$ cat src/rtl/mdio_pkg.sv
package mdio_pkg;
  localparam int PRE_BITS   = 32;
  localparam int WORD_BITS  = 32;
  localparam int FRAME_BITS = PRE_BITS + WORD_BITS;
  localparam int TURN_OFS   = 14;   // turnaround position inside the word
  localparam int DATA_OFS   = 16;   // data position inside the word
  localparam int DATA_BITS  = 16;
  localparam logic [1:0] OP_READ = 2'b10;

  // Strobes from control to datapath
  typedef struct packed {
    logic load;     // accept new maintenance word
    logic shift;    // advance to the next bit (falling mdc)
    logic sample;   // rising mdc: sample the pad
    logic busy;     // frame in flight
    logic inTurn;   // in turnaround or data bits
    logic inData;   // in data bits
  } mdioStrb_t;
endpackage

$ cat src/rtl/mdio_ctrl.sv
module mdio_ctrl
  import mdio_pkg::*;
#(
  parameter int HALF_W       = 8,
  parameter int DEFAULT_HALF = 50
) (
  input  logic              clk,
  input  logic              rstN,
  input  logic              wrEn,
  input  logic [HALF_W-1:0] halfSel,
  output logic              mdc,
  output logic              idle,
  output mdioStrb_t         strb
);
  localparam int CNT_W = $clog2(FRAME_BITS);
  localparam logic [CNT_W-1:0] LAST_BIT  = CNT_W'(FRAME_BITS - 1);
  localparam logic [CNT_W-1:0] TURN_BIT  = CNT_W'(PRE_BITS + TURN_OFS);
  localparam logic [CNT_W-1:0] DATA_BIT  = CNT_W'(PRE_BITS + DATA_OFS);
  localparam logic [HALF_W-1:0] DEF_HALF = HALF_W'(DEFAULT_HALF);

  logic              busy;
  logic              mdcQ;
  logic [HALF_W-1:0] halfLim;
  logic [HALF_W-1:0] halfCnt;
  logic [CNT_W-1:0]  bitCnt;
  logic              tick;
  logic              accept;
  logic [HALF_W-1:0] halfEff;

  assign accept  = wrEn && !busy;
  assign tick    = busy && (halfCnt == halfLim);
  assign halfEff = (halfSel == '0) ? DEF_HALF : halfSel;

  always_comb begin
    strb        = '0;
    strb.load   = accept;
    strb.busy   = busy;
    strb.sample = tick && !mdcQ;
    strb.shift  = tick && mdcQ && (bitCnt != LAST_BIT);
    strb.inTurn = bitCnt >= TURN_BIT;
    strb.inData = bitCnt >= DATA_BIT;
  end

  always_ff @(posedge clk) begin
    if (!rstN) begin
      busy    <= 1'b0;
      mdcQ    <= 1'b0;
      halfLim <= '0;
      halfCnt <= '0;
      bitCnt  <= '0;
    end else if (accept) begin
      busy    <= 1'b1;
      mdcQ    <= 1'b0;
      halfLim <= halfEff - 1'b1;
      halfCnt <= '0;
      bitCnt  <= '0;
    end else if (busy) begin
      if (tick) begin
        halfCnt <= '0;
        mdcQ    <= ~mdcQ;
        if (mdcQ) begin
          if (bitCnt == LAST_BIT) busy <= 1'b0;
          else                    bitCnt <= bitCnt + 1'b1;
        end
      end else begin
        halfCnt <= halfCnt + 1'b1;
      end
    end
  end

  assign mdc  = mdcQ;
  assign idle = !busy;

  assert_start_R1: assert property (@(posedge clk) disable iff (!rstN)
    (wrEn && idle) |=> !idle);
  assert_mdc_static_R4: assert property (@(posedge clk) disable iff (!rstN)
    idle |-> !mdc);
  assert_done_on_fall_R8: assert property (@(posedge clk) disable iff (!rstN)
    $rose(idle) |-> (!mdc && $past(mdc)));
  assert_mdc_steps_R3: assert property (@(posedge clk) disable iff (!rstN)
    (busy && !tick && !accept) |=> $stable(mdc));
endmodule

$ cat src/rtl/mdio_datapath.sv
module mdio_datapath
  import mdio_pkg::*;
(
  input  logic                 clk,
  input  logic                 rstN,
  input  logic [WORD_BITS-1:0] wrData,
  input  mdioStrb_t            strb,
  input  logic                 mdioIn,
  output logic [WORD_BITS-1:0] maintReg,
  output logic                 mdioOut,
  output logic                 mdioOe
);
  logic [WORD_BITS-1:0]  maintQ;
  logic [FRAME_BITS-1:0] shiftQ;
  logic                  isRead;

  always_ff @(posedge clk) begin
    if (!rstN) begin
      maintQ <= '0;
      shiftQ <= '0;
      isRead <= 1'b0;
    end else if (strb.load) begin
      maintQ <= wrData;
      shiftQ <= {{PRE_BITS{1'b1}}, wrData};
      isRead <= (wrData[WORD_BITS-3 -: 2] == OP_READ);
    end else begin
      if (strb.shift)
        shiftQ <= {shiftQ[FRAME_BITS-2:0], 1'b0};
      if (strb.sample && strb.inData && isRead)
        maintQ[DATA_BITS-1:0] <= {maintQ[DATA_BITS-2:0], mdioIn};
    end
  end

  assign maintReg = maintQ;
  assign mdioOut  = strb.busy && shiftQ[FRAME_BITS-1];
  assign mdioOe   = strb.busy && !(isRead && strb.inTurn);

  assert_ignore_busy_R7: assert property (@(posedge clk) disable iff (!rstN)
    (strb.busy && !strb.sample) |=> $stable(maintQ));
  assert_upper_kept_R6: assert property (@(posedge clk) disable iff (!rstN)
    strb.busy |=> $stable(maintQ[WORD_BITS-1:DATA_BITS]));
  assert_released_R6: assert property (@(posedge clk) disable iff (!rstN)
    (strb.sample && strb.inData && isRead) |-> !mdioOe);
  assert_out_quiet_R5: assert property (@(posedge clk) disable iff (!rstN)
    (!strb.shift && !strb.load) |=> $stable(shiftQ));
endmodule

$ cat src/rtl/mdio_master.sv
module mdio_master
  import mdio_pkg::*;
#(
  parameter int HALF_W       = 8,
  parameter int DEFAULT_HALF = 50
) (
  input  logic              clk,
  input  logic              rstN,
  input  logic              wrEn,
  input  logic [31:0]       wrData,
  input  logic [HALF_W-1:0] mdcHalfPeriod,
  output logic [31:0]       maintReg,
  output logic              idle,
  output logic              mdc,
  output logic              mdioOut,
  output logic              mdioOe,
  input  logic              mdioIn
);
  mdioStrb_t strb;

  mdio_ctrl #(.HALF_W(HALF_W), .DEFAULT_HALF(DEFAULT_HALF)) i_ctrl (
    .clk(clk), .rstN(rstN), .wrEn(wrEn), .halfSel(mdcHalfPeriod),
    .mdc(mdc), .idle(idle), .strb(strb)
  );

  mdio_datapath i_dp (
    .clk(clk), .rstN(rstN), .wrData(wrData), .strb(strb), .mdioIn(mdioIn),
    .maintReg(maintReg), .mdioOut(mdioOut), .mdioOe(mdioOe)
  );
endmodule

$ cat config.mk
export PLATFORM = sky130hd
export DESIGN_NAME = mdio_master
export DESIGN_NICKNAME = d
export VERILOG_FILES = /design/src/rtl/mdio_pkg.sv /design/src/rtl/mdio_ctrl.sv /design/src/rtl/mdio_datapath.sv /design/src/rtl/mdio_master.sv
export SDC_FILE = /design/constraint.sdc
export NUM_CORES = 1
export LEC_CHECK = 0
export BUFFER_PORTS_ARGS = -buffer_cell sky130_fd_sc_hd__buf_2
export CAP_MARGIN = 25
export CORE_UTILIZATION = 33
export DETAILED_ROUTE_END_ITERATION = 16
export GPL_TIMING_DRIVEN = 0
export MAX_ROUTING_LAYER = met4
export SLEW_MARGIN = 40
export SYNTH_ARGS = -nofsm -noshare
export SYNTH_HDL_FRONTEND = slang
export SYNTH_SLANG_ARGS = --single-unit
$ cat constraint.sdc
create_clock -name clk -period 2.04 [get_ports clk]
set_input_delay 0.204 -clock clk [delete_from_list [all_inputs] [get_ports clk]]
set_output_delay 0.204 -clock clk [all_outputs]
set_load 0.1 [all_outputs]
==> results.cfg <==
[logic_synthesis]
synth.distinct_cells = 38
synth.avg_cell_area_um2 = 8.25
synthCells = 595
yosysSeqAreaShare = 0.493
synthesis.nets = 642
synth_flop_cell = dfxtp_1
async_flop_share = 0
yosysWarningCount = 0
synth_top_area_cell = dfxtp_1
ys_top_cells_by_count = nand2_1 (175), dfxtp_1 (121), a31oi_1 (64)
synthTopCellsByArea = dfxtp_1 (49%), nand2_1 (13%), a31oi_1 (8.2%), a21oi_1 (4.8%), o21ai_0 (3.7%)
synth-edff-count = 0
netlist_area_mm2 = 0.00491
synth_top_area_frac = 0.493
ys_ff_latch = 121
synth_most_common_cell = nand2_1

[flow_run]
max_cap_violations = 0

[min_path]
worstHoldStart = wrData[30]
hp-class = input port to flip-flop
worstHoldEndpoint = i_dp.maintReg[30]
hold_depth = 3

[placed_design]
place_congestion = 0.801
hpwlAfterDp_um = 9540
portBuffers = 79
place_area_mm2 = 0.00556
dp_slack_ns = -0.198

[detailed_routing]
dr.pass1.iters = 5
drt_iter0_drc = 217
vias = 4486
drc_errors = 0
post_drt_via_cell_ratio = 5.05
wl_per_cell_um = 14.4
ant_nets = 0
wl_um = 12800

[floorplanning]
die-area_mm2 = 0.0154
start_util = 0.338
die_w_um = 124
die-height_um = 124
pin_count = 80
row_count = 44
core_area_mm2 = 0.0145

[global_routing]
grt.overflow.total = 0
track_usage = 0.180
grt_pass1_wl_um = 20700
antenna_found_initial = 0
first_global_vias = 4328
grt_max_degree = 17

[status]
outcome = finished clean

[pwr]
powerDensity_mw_per_mm2 = 995
peakVddDrop_mv = 0.661
leakagePower_uw = 0.00229

[cts]
clkSinkCount = 121
clk-insertion-delay-late_ns = 0.40
cts-root-buf = clkbuf_16
cts_htree_levels = 4
cts_tree = built
clockBufferDepth = 2
clkTransAtPathRegs_ns = 0.05
cts_buffers = 17
cts_hold_buf = 0

[sta]
skew_ns = 0.00679
fin_crit_sh = 0.944
slew_violations = 0
setup_violations = 0
grt_setup_unrepaired = true
setup_ws_ns = 0.114
relSlewSlack = 0.568
finalHoldViolCount = 0
tns_ns = 0
post-route-min-period_ns = 1.93
tightestPinTransition_ns = 0.644
max_freq_ghz = 0.519

[worst_setup_path]
ff2ff_path_depth = 6
worstSetupPathType = flip-flop to flip-flop
r2r_end = i_dp.shiftQ[11]
rr_startpoint = i_ctrl.halfCnt[5]
worst-path-max-fanout = 10
start_kind = flip-flop
rrSetupSlack_ns = 0.11
crit_chain = xnor2_1, and4_2, and4_1, clkbuf_1, nand2_1, a31oi_1
cp_slowest_cell = dfxtp_1
max_stage_delay_ns = 0.40
end_kind = flip-flop
cp.arrival_ns = 2.25
crit_required_ns = 2.36

[cells_and_area]
layout-drive-gt1-share = 0.189
n_fill_cell = 1484
area_delta_synth_final_pct = 24.6
n_antenna_cell = 0
finalNetCount = 742
fin_area_mm2 = 0.00612
final_util = 0.421
==> sequential cells by signal, summed over array words and instances (netlist names) <==
register        flops
i_dp.shiftQ        64
i_ctrl.halfLim      8
i_ctrl.halfCnt      8
i_ctrl.busy         1
i_ctrl.mdc          1
i_ctrl.bitCnt       6
i_dp.isRead         1
i_dp.maintReg      32
==> power by group <==
part	internal, µW	switching (µW)
sequential	2530	96.1
clock	1640	956
combinational	212	652
total	4380	1700
==> cells by family (layout without fill, tap and decap cells) <==
family,Yosys count,in the layout,synth area share
AND/OR/NAND/NOR,226,226,0.198
AO/OA/AOI/OAI,160,160,0.187
flip-flops,121,121,0.493
buffers and inverters,50,159,0.0426
XOR/XNOR,18,18,0.0367
multiplexers,17,17,0.0347
adder cells (fa/ha/maj),3,3,0.00765
==> metal layers <==
| metal | wire length, µm | track usage | vias to the layer above |
|---|---|---|---|
| li1 | - | - | 2276 |
| met1 | 5710 | 0.208 | 2103 |
| met2 | 6330 | 0.296 | 90 |
| met3 | 496 | 0.0412 | 17 |
| met4 | 269 | 0.0811 | 0 |
| met5 | 0 | - | - |
==> worst max-delay path by stage <==
stage	start	endpoint	slack, ns	depth (start not counted)
floorplan	i_ctrl.busy	i_dp.maintReg[16]	-0.04	7
CTS	i_ctrl.halfCnt[0]	i_dp.shiftQ[41]	0.006	7
detailed placement	i_ctrl.busy	i_dp.shiftQ[31]	-0.20	7
global placement	i_ctrl.busy	i_dp.shiftQ[31]	-0.18	7
finish	i_ctrl.halfCnt[5]	i_dp.shiftQ[11]	0.11	6
global route	i_ctrl.halfCnt[5]	i_dp.shiftQ[57]	-0.007	6
==> worst max-delay path: cells and delay by family, from the launching register on <==
kind / cells / cell delay, ns
DFF: 1 / 0.40
xor gates and xnor gates: 1 / 0.17
AOI/OAI and AO/OA: 1 / 0.18
buffers and inverters: 1 / 0.38
and+or+nand+nor: 3 / 0.70
==> timing repair <==
action / 4_1_cts / 5_1_grt
setup buffers: 3 / 0
setup endpoints to repair: 39 / 49
gates cloned: 0 / 0
pin swaps: 1 / 0
gates resized for setup: 1 / 13
==> layout make-up <==
cell class / count / area [µm²] / area share
Tap cell: 184 / 230 / 0.0376
Clock buffer: 24 / 492 / 0.0804
Sequential cell: 121 / 2430 / 0.397
Multi-Input combinational cell: 424 / 2300 / 0.377
Timing Repair Buffer: 82 / 418 / 0.0683
Buffer: 43 / 200 / 0.0327
Inverter: 6 / 26.3 / 0.00430
Clock inverter: 4 / 20.0 / 0.00327
==> cell usage in the layout, fill, tap and decap left out, drive strengths merged <==
| master | synthesis | final |
|---|---|---|
| a211oi | 4 | 4 |
| a21oi | 47 | 47 |
| a2bb2oi | 1 | 1 |
| a311oi | 1 | 1 |
| a31o | 1 | 1 |
| a31oi | 64 | 64 |
| and2 | 2 | 2 |
| and3 | 2 | 2 |
| and4 | 2 | 2 |
| buf | 9 | 87 |
| clkbuf | 35 | 62 |
| clkinv | 0 | 4 |
| clkinvlp | 0 | 1 |
| dfxtp | 121 | 121 |
| ha | 3 | 3 |
| inv | 6 | 5 |
| mux2i | 17 | 17 |
| nand2 | 175 | 175 |
| nand3 | 5 | 5 |
| nand3b | 2 | 2 |
| nand4 | 5 | 5 |
| nor2 | 13 | 13 |
| nor2b | 1 | 1 |
| nor3 | 9 | 9 |
| nor3b | 1 | 1 |
| nor4 | 4 | 4 |
| o211ai | 1 | 1 |
| o21a | 1 | 1 |
| o21ai | 36 | 36 |
| o31ai | 4 | 4 |
| or3 | 1 | 1 |
| or4 | 4 | 4 |
| xnor2 | 15 | 15 |
| xor2 | 3 | 3 |
==> metrics by stage <==
stage	hold WS, ns	power, µW	std cells
finish	0.0549	6090	888
global route	0.0513	6330	888
CTS	0.0372	6140	888
detailed placement	0.450	3540	858
global placement	0.441	3510	858
floorplan	0.300	3310	595
(Power assumes the default switching activity.)
